$ cat src/rtl/tiu_pkg.sv
package tiu_pkg;
  typedef struct packed {
    logic loadAll;
    logic loadLo;
    logic loadHi;
    logic countEn;
  } tmrStrobe_t;

  localparam int VEC_W = 4;
  localparam logic [VEC_W-1:0] VEC_TIMER = 4'h4;
  localparam logic [VEC_W-1:0] VEC_EXT   = 4'h8;
endpackage

$ cat src/rtl/tiu_datapath.sv
module tiu_datapath
  import tiu_pkg::*;
#(
  parameter int NIB_W = 4
) (
  input  logic               clk,
  input  logic               rstN,
  input  tmrStrobe_t         strb,
  input  logic [2*NIB_W-1:0] loadByte,
  input  logic [NIB_W-1:0]   nibbleIn,
  output logic [2*NIB_W-1:0] count,
  output logic               ovf
);
  localparam int CNT_W = 2 * NIB_W;

  logic [CNT_W-1:0] cntQ;
  logic anyLoad;

  assign anyLoad = strb.loadAll | strb.loadLo | strb.loadHi;

  always_ff @(posedge clk) begin
    if (!rstN) begin
      cntQ <= '0;
    end else if (strb.loadAll) begin
      cntQ <= loadByte;
    end else if (strb.loadLo || strb.loadHi) begin
      if (strb.loadLo) cntQ[NIB_W-1:0] <= nibbleIn;
      if (strb.loadHi) cntQ[CNT_W-1:NIB_W] <= nibbleIn;
    end else if (strb.countEn) begin
      cntQ <= cntQ + 1'b1;
    end
  end

  // Wrap from all-ones to zero on a counting edge, not masked by a load.
  assign ovf   = strb.countEn & (&cntQ) & ~anyLoad;
  assign count = cntQ;
endmodule

$ cat src/rtl/tiu_control.sv
module tiu_control
  import tiu_pkg::*;
#(
  parameter int PIN_W    = 7,
  parameter int TICK_EXP = 4
) (
  input  logic             clk,
  input  logic             rstN,
  input  logic             cmdLoadAll,
  input  logic             cmdLoadLo,
  input  logic             cmdLoadHi,
  input  logic             cmdStart,
  input  logic             cmdStop,
  input  logic             cmdTestFlag,
  input  logic             cmdEnable,
  input  logic             cmdDisable,
  input  logic             callActive,
  input  logic             inHalt,
  input  logic [PIN_W-1:0] pins,
  input  logic [PIN_W-1:0] pinWakeEn,
  input  logic             ovf,
  output tmrStrobe_t       strb,
  output logic             timerFlag,
  output logic             intEnabled,
  output logic             vecReq,
  output logic [VEC_W-1:0] vecAddr,
  output logic             wakeUp
);
  localparam int PRE_W = (TICK_EXP > 0) ? TICK_EXP : 1;

  // Run state and prescaler
  logic runQ;
  logic [PRE_W-1:0] preQ;
  logic tickEn;

  always_ff @(posedge clk) begin
    if (!rstN) begin
      runQ <= 1'b0;
      preQ <= '0;
    end else begin
      if (cmdStop)       runQ <= 1'b0;
      else if (cmdStart) runQ <= 1'b1;
      if (cmdStart)      preQ <= '0;
      else if (runQ)     preQ <= preQ + 1'b1;
    end
  end

  generate
    if (TICK_EXP == 0) begin : g_noDiv
      assign tickEn = runQ;
    end else begin : g_div
      assign tickEn = runQ & (&preQ);
    end
  endgenerate

  always_comb begin
    strb.loadAll = cmdLoadAll;
    strb.loadLo  = cmdLoadLo;
    strb.loadHi  = cmdLoadHi;
    strb.countEn = tickEn;
  end

  // Pin synchronizers and falling-edge detect, idle high after reset
  logic [PIN_W-1:0] fallVec;

  generate
    for (genvar i = 0; i < PIN_W; i++) begin : g_pin
      logic s1Q, s2Q, s3Q;
      always_ff @(posedge clk) begin
        if (!rstN) begin
          s1Q <= 1'b1;
          s2Q <= 1'b1;
          s3Q <= 1'b1;
        end else begin
          s1Q <= pins[i];
          s2Q <= s1Q;
          s3Q <= s2Q;
        end
      end
      assign fallVec[i] = s3Q & ~s2Q & pinWakeEn[i];
    end
  endgenerate

  // Arbitration
  logic tfQ, ieQ, extQ, vecReqQ, wakeQ;
  logic [VEC_W-1:0] vecAddrQ;
  logic canTake, takeTmr, takeExt, wakeNoVec;

  assign canTake   = ieQ & ~callActive & ~vecReqQ;
  assign takeTmr   = canTake & tfQ;
  assign takeExt   = canTake & extQ & ~tfQ;
  assign wakeNoVec = inHalt & extQ & ~ieQ;

  always_ff @(posedge clk) begin
    if (!rstN) begin
      tfQ      <= 1'b0;
      ieQ      <= 1'b0;
      extQ     <= 1'b0;
      vecReqQ  <= 1'b0;
      vecAddrQ <= '0;
      wakeQ    <= 1'b0;
    end else begin
      if (ovf)                          tfQ <= 1'b1;
      else if (cmdTestFlag || takeTmr)  tfQ <= 1'b0;

      if (cmdDisable)     ieQ <= 1'b0;
      else if (cmdEnable) ieQ <= 1'b1;

      // New edges merge into a latched request; a set beats a clear
      if (inHalt && (|fallVec))          extQ <= 1'b1;
      else if (takeExt || wakeNoVec)     extQ <= 1'b0;

      vecReqQ <= takeTmr | takeExt;
      if (takeTmr)      vecAddrQ <= VEC_TIMER;
      else if (takeExt) vecAddrQ <= VEC_EXT;
      wakeQ <= inHalt & (takeExt | wakeNoVec);
    end
  end

  assign timerFlag  = tfQ;
  assign intEnabled = ieQ;
  assign vecReq     = vecReqQ;
  assign vecAddr    = vecAddrQ;
  assign wakeUp     = wakeQ;
endmodule

$ cat src/rtl/tiu_top.sv
module tiu_top
  import tiu_pkg::*;
#(
  parameter int PIN_W    = 7,
  parameter int NIB_W    = 4,
  parameter int TICK_EXP = 4
) (
  input  logic               clk,
  input  logic               rstN,
  input  logic               cmdLoadAll,
  input  logic [2*NIB_W-1:0] loadByte,
  input  logic               cmdLoadLo,
  input  logic               cmdLoadHi,
  input  logic [NIB_W-1:0]   nibbleIn,
  input  logic               cmdStart,
  input  logic               cmdStop,
  input  logic               cmdTestFlag,
  input  logic               cmdEnable,
  input  logic               cmdDisable,
  input  logic               callActive,
  input  logic               inHalt,
  input  logic [PIN_W-1:0]   pins,
  input  logic [PIN_W-1:0]   pinWakeEn,
  output logic [NIB_W-1:0]   countLo,
  output logic [NIB_W-1:0]   countHi,
  output logic               timerFlag,
  output logic               intEnabled,
  output logic               vecReq,
  output logic [VEC_W-1:0]   vecAddr,
  output logic               wakeUp
);
  tmrStrobe_t strb;
  logic ovf;
  logic [2*NIB_W-1:0] count;

  tiu_control #(.PIN_W(PIN_W), .TICK_EXP(TICK_EXP)) u_ctl (
    .clk(clk), .rstN(rstN),
    .cmdLoadAll(cmdLoadAll), .cmdLoadLo(cmdLoadLo), .cmdLoadHi(cmdLoadHi),
    .cmdStart(cmdStart), .cmdStop(cmdStop), .cmdTestFlag(cmdTestFlag),
    .cmdEnable(cmdEnable), .cmdDisable(cmdDisable),
    .callActive(callActive), .inHalt(inHalt),
    .pins(pins), .pinWakeEn(pinWakeEn), .ovf(ovf),
    .strb(strb), .timerFlag(timerFlag), .intEnabled(intEnabled),
    .vecReq(vecReq), .vecAddr(vecAddr), .wakeUp(wakeUp)
  );

  tiu_datapath #(.NIB_W(NIB_W)) u_dp (
    .clk(clk), .rstN(rstN), .strb(strb),
    .loadByte(loadByte), .nibbleIn(nibbleIn),
    .count(count), .ovf(ovf)
  );

  assign countLo = count[NIB_W-1:0];
  assign countHi = count[2*NIB_W-1:NIB_W];
endmodule

$ cat config.mk
export PLATFORM = sky130hd
export DESIGN_NAME = tiu_top
export DESIGN_NICKNAME = d
export VERILOG_FILES = /design/src/rtl/tiu_pkg.sv /design/src/rtl/tiu_datapath.sv /design/src/rtl/tiu_control.sv /design/src/rtl/tiu_top.sv
export SDC_FILE = /design/constraint.sdc
export NUM_CORES = 1
export LEC_CHECK = 0
export BUFFER_PORTS_ARGS = -buffer_cell sky130_fd_sc_hd__clkbuf_2
export CORE_MARGIN = 2
export CORE_UTILIZATION = 50
export CTS_CLUSTER_DIAMETER = 120
export DETAILED_ROUTE_END_ITERATION = 8
export PLACE_DENSITY = 0.83
export SLEW_MARGIN = 20
export SYNTH_ARGS = -nofsm -noshare
export SYNTH_HDL_FRONTEND = slang
export SYNTH_SLANG_ARGS = --single-unit
$ cat constraint.sdc
create_clock -name clk -period 2.15 [get_ports clk]
set_clock_uncertainty 0.1 [all_clocks]
set_input_delay 0.3225 -clock clk [delete_from_list [all_inputs] [get_ports clk]]
set_output_delay 0.3225 -clock clk [all_outputs]
set_load 0.02 [all_outputs]
# [Word level (Yosys, flattened, before mapping)]
# Index checks and enable logic that the tools add are counted.
[word_totals] latch_bits=0 romBits=0 output_inout_bits=16 ram_bits=0 memories=0 inputBits=38 elab_cells=106 reg_bits=41
[classes] bitwise=42 n_mul=0 div_mod_pow=0 n_mux=11 eq_ne=2 shift=0 addsub=2 n_lt_le_gt_ge=0 n_reduce_logical=17
[ops] cell="$and A1 B1 Y1" count=25
[ops] cell="$mux W8" count=3
[ops] cell="$not A1 Y1" count=13
[ops] cell="$add A8 B1 Y8 const B" count=1
[ops] cell="$mux W4" count=2
[ops] cell="$reduce_and A8 Y1" count=1
[ops] cell="$reduce_or A2 Y1" count=4
[ops] cell="$reduce_or A7 Y1" count=1
[ops] cell="$mux W3" count=2
[ops] cell="$ne A3 B3 Y1 const B" count=2
[ops] cell="$reduce_bool A2 Y1" count=3
[ops] cell="$add A4 B1 Y4 const B" count=1
[ops] cell="$mux W1" count=4
[ops] cell="$or A1 B1 Y1" count=4
[ops] cell="$reduce_and A2 Y1" count=2
[ops] cell="$reduce_and A4 Y1" count=1
[ops] cell="$logic_or A1 B1 Y1" count=3
[ops] cell="$reduce_bool A3 Y1" count=1
[ops] cell="$logic_and A1 B1 Y1" count=1

# [Depth between registers and ports, before layout]
[logic_depth] depth_word=8 ltp_mapped=6 ltp_nobuf=5

# [By module]
# From an unflattened synthesis, not the netlist that was laid out.
[hier_totals] hier_cells=187 hier_area_um2=1722.9
[by_module_without_submodules] mod="tiu_control" area_per_inst_um2=1136.1 seq_area_each_um2=660.6 instances=1 cells_each=111
[by_module_without_submodules] mod="tiu_datapath" area_per_inst_um2=586.8 seq_area_each_um2=160.2 instances=1 cells_each=76

# [Worst setup path after synthesis]
# OpenSTA, ideal clock, no wires.
[synth_path] path_kind="in2reg" startpoint="in cmdLoadLo" endpoint="reg u_dp.cntQ[7], in the netlist u_dp.count[7]" n_path_buf=2 arrival_time_ns=1.549 stages=6 required_time_ns=1.990 setup_time_ns=0.060 setup_slack_ns=0.441 path_cell_list="buf_6 or2_1 clkbuf_2 or4_1 a21boi_1 o221a_1"
[synth_between] elab_chain_cells=3 word_cells_on_any_way=6 cone_classes="eq/ne: 1; mux: 2; reduce/logical: 3"
[synth_rtl] element="from (decl)" line_no="tiu_top.sv:12" rtl="input logic cmdLoadLo,"
[synth_rtl] element="$logic_or A1 B1 Y1 (*)" line_no="tiu_datapath.sv:26" rtl="end else if (strb.loadLo || strb.loadHi) begin"
[synth_rtl] element="$ne A3 B3 Y1 (no source line), or another cell as far along"
[synth_rtl] element="$reduce_and A2 Y1 (no source line) or $mux W8 (tied branches)"
[synth_rtl] element="to (signal assigned)" line_no="tiu_datapath.sv:25" rtl="cntQ <= loadByte;"
[synth_rtl] element="to (signal, indexed assignment)" line_no="tiu_datapath.sv:27" rtl="if (strb.loadLo) cntQ[NIB_W-1:0] <= nibbleIn;"
[synth_rtl] element="to (signal, indexed assignment)" line_no="tiu_datapath.sv:28" rtl="if (strb.loadHi) cntQ[CNT_W-1:NIB_W] <= nibbleIn;"
[synth_rtl] element="to (decl)" line_no="tiu_datapath.sv:16" rtl="logic [CNT_W-1:0] cntQ;"
# Every way passes the cells marked *; elsewhere a longest branch is shown, timed or not.
# A chain may end at the register's enable or synchronous reset.

# [Worst setup path after layout]
[layout_path] startpoint="reg u_ctl.preQ[0]" endpoint="reg u_dp.cntQ[5], in the netlist u_dp.count[5]"
[layout_between] elab_chain_cells=4
[layout_rtl] element="from (decl)" line_no="tiu_control.sv:33" rtl="logic [PRE_W-1:0] preQ;"
[layout_rtl] element="from (signal assigned)" line_no="tiu_control.sv:44" rtl="else if (runQ) preQ <= preQ + 1'b1;"
[layout_rtl] element="$reduce_and A4 Y1" line_no="tiu_control.sv:52" rtl="assign tickEn = runQ & (&preQ);"
[layout_rtl] element="$and A1 B1 Y1" line_no="tiu_control.sv:52"
[layout_rtl] element="$reduce_bool A3 Y1 (no source line)"
[layout_rtl] element="$reduce_and A2 Y1 (no source line)"
[layout_rtl] element="to (signal, indexed assignment)" line_no="tiu_datapath.sv:27"
[layout_rtl] element="to (signal, indexed assignment)" line_no="tiu_datapath.sv:28"
[layout_rtl] element="to (signal assigned)" line_no="tiu_datapath.sv:30" rtl="cntQ <= cntQ + 1'b1;"
# Every way passes these cells.

==> results.md <==
- Drt first pass iters: 4
- Cell Pwr Density: 662 nW/µm²
- Core area: 3340 µm²
- Clock Power Share: 26.7%
- Count of final setup violators: 0
- #FFs+latches synth: 41
- Worst-path fanout max: 6
- CP cell instances: ha_1 -> nand4_2 -> or4b_2 -> a211oi_1
- Die area: 3940 µm²
- Register Area: 821 µm²
- Min-delay src: cmdDisable
- Cell area after synthesis: 1730 µm²
- First-pass GRT wire length: 5870 µm
- Top cells by area, synth: dfxtp_1, nand2b_1, nor2_1, nand2_1, nor3b_1
- Root Driver: clkbuf_4
- Most frequent cell after synthesis: dfxtp_1
- Final wirelength: 3380 µm
- Layout Nets: 279
- Place WS: 0.335 ns
- Setup TNS: 0 ns
- Die Y: 62.8 µm
- Pint: 0.998 mW
- Cell taking the most area after synthesis: dfxtp_1
- Sink Count: 41
- Peak VDD IR: 0.000440 V
- Area of the multi-input gates: 826 µm²
- Starting Density: 51.7%
- Post-synth top cells: dfxtp_1, nand2b_1, nor2_1
- Max-cap viol count: 0
- RSZ-0062 raised after global routing: no
- Setup CP Type: reg -> reg
- Final WS setup: 0.329 ns
- CTS Buf Count: 5
- Combinational share of power: 12.8%
- Ys Warns: 0
- CTS H-tree lvls: 2
- Gr ovfl total: 0
- Ys flop type: dfxtp_1
- Dpl hpwl: 2620 µm
- Slew @ Worst Pin: 0.531 ns
- Post-CTS Repair Setup Buffers: 0
- DRC viols: 0
- ANT nets after route: 0
- Leak Pwr: 0.888 nW
- Post-synth top area share: 47.5%
- Post-synth EDFFs: 0
- Highest clock rate: 549 MHz
- Register area share after synthesis: 47.5%
- CTS tree: built
- Top Ports: 54
- Routability congestion estimate: 0.904
- P_sw: 0.355 mW
- Crit path capture type: flop
- Fin. max-slew vios: 0
- Initial DRC Count: 185
- Worst Hold Class: in -> reg
- Clock tree buffer depth: 2
- Min cycle time layout: 1.82 ns
- Number of global-route vias before repair: 1373
- Std cell rows: 21
- Tcrit/Tclk final: 84.7%
- Total GRT Usage: 18.9%
- Detailed-route wire length per cell: 11.9 µm
- Vias per cell: 5.25
- Clock-pin slew on the worst setup and hold paths: 0.11 ns
- Critical Path Start: u_ctl.preQ[0]
- Fin. Hold Viols: 0
- Hold_buf cts: 0
- Area delta synth->final: 18.3%
- CP max stage cell: or4b_2
- Initial antenna violation count: 0
- Synthesized area per cell: 9.18 µm²
- Via count: 1495
- Fillers: 321
- Rel. slew slack: 64.5%
- Startpoint types: flop
- Distinct cells, synth: 47
- N_diodes: 0
- Switching part of the total: 26.2%
- Critical Path AT: 1.98 ns
- Slowest cell delay on critical path: 0.67 ns
- Die X: 62.8 µm
- Post-Syn Instances: 188
- Largest net degree at the start of global routing: 23
- Reg2reg start: u_ctl.preQ[0]
- Required time of the critical path: 2.31 ns
- Worst skew pair latency: 0.34 ns
- Port bufs: 51
- Sequential Power Share: 60.5%
- Post_cts resized: 0
- Layout cell share with drive strength beyond 1: 27.2%
- Status: finished clean
- Post-synth ARST share: 0%
-- layout make-up --
| type | instances | area share [%] |
|---|---|---|
| clock buffer | 6 | 2.02 |
| inverter | 3 | 0.551 |
| tap | 46 | 2.82 |
| clock inverter | 1 | 0.429 |
| sequential | 41 | 40.2 |
| timing repair buffer | 54 | 13.6 |
| multi-input combinational | 134 | 40.4 |
-- path summary, 6_finish.rpt --
path	to	slack (ns)	cells after the start
worst min register to register	u_ctl.g_pin[3].s2Q	0.32	1
worst min-delay path	u_ctl.intEnabled	0.03	2
worst max-delay path	u_dp.count[5]	0.33	4
worst max register to register	u_dp.count[5]	0.33	4
-- state kept, by name, indices dropped and copies added, names as in the netlist --
name,cells
u_ctl.extQ,1
u_ctl.g_pin.s1Q,7
u_ctl.g_pin.s2Q,7
u_ctl.g_pin.s3Q,7
u_ctl.intEnabled,1
u_ctl.preQ,4
u_ctl.runQ,1
u_ctl.timerFlag,1
u_ctl.vecAddr,2
u_ctl.vecReq,1
u_ctl.wakeUp,1
u_dp.count,8
-- critical path: cells and delay by family, from the launching register on --
family,cells,cell delay (ns)
and+or+nand+nor,2,0.84
DFF,1,0.40
AOI/OAI and AO/OA,1,0.22
adders and majority gates,1,0.20
-- routing by layer --
metal | track usage [%] | vias to the layer above | routed length, µm
met4 | 7.50 | 0 | 67
li1 | - | 757 | -
met5 | 0 | - | 0
met3 | 6.49 | 4 | 254
met1 | 23.7 | 671 | 1480
met2 | 29.8 | 63 | 1570
-- stage by stage --
step | cell area, µm² | hold WS, ns | power, mW | utilization (%) | instances
floorplan | 1730 | 0.286 | 0.943 | - | 189
global placement | 1990 | 0.289 | 1.00 | 59.7 | 278
detailed placement | 1990 | 0.292 | 1.01 | 59.7 | 278
CTS | 2040 | 0.00926 | 1.37 | 61.2 | 285
global route | 2040 | 0.00819 | 1.43 | 61.2 | 285
finish | 2040 | 0.0260 | 1.35 | 61.2 | 285
-- placed cells by master (no fill, tap or decap), types with 2 or more instances in the layout --
cell type / count
conb_1: 2
and3_1: 2
o22ai_1: 5
inv_1: 2
dfxtp_1: 41
o21ai_0: 10
nor3_1: 2
xor2_1: 2
a21boi_0: 4
buf_4: 3
ha_1: 2
nor2_1: 19
mux2i_1: 4
a21oi_1: 3
nand2_1: 17
nand3_1: 3
nor3b_1: 7
clkbuf_2: 51
o221ai_1: 4
nand4_1: 3
clkbuf_4: 5
nand2b_1: 24
-- power by group through the flow --
stage                     Combinational [mW]  Sequential [mW]  Clock, mW
after CTS                              0.175            0.818      0.375
after detailed placement               0.174            0.836          0
after global routing                   0.193            0.823      0.410
final                                  0.173            0.819      0.361
after global placement                 0.171            0.833          0
after floorplan                       0.0990            0.844          0
-- logic make-up (layout without fill, tap and decap cells) --
logic type      count (synthesis)  count (layout)  share of synthesized area, %
xor+xnor                        3               3                          1.52
simple gates                   86              86                          27.1
fa+ha+maj                       2               2                          1.45
flops                          41              41                          47.5
compound gates                 36              36                          14.3
other cells                     1               2                         0.217
buf+inv                        14              64                          4.85
mux                             5               5                          2.97
Note: power is estimated with default switching activity, not from simulation.
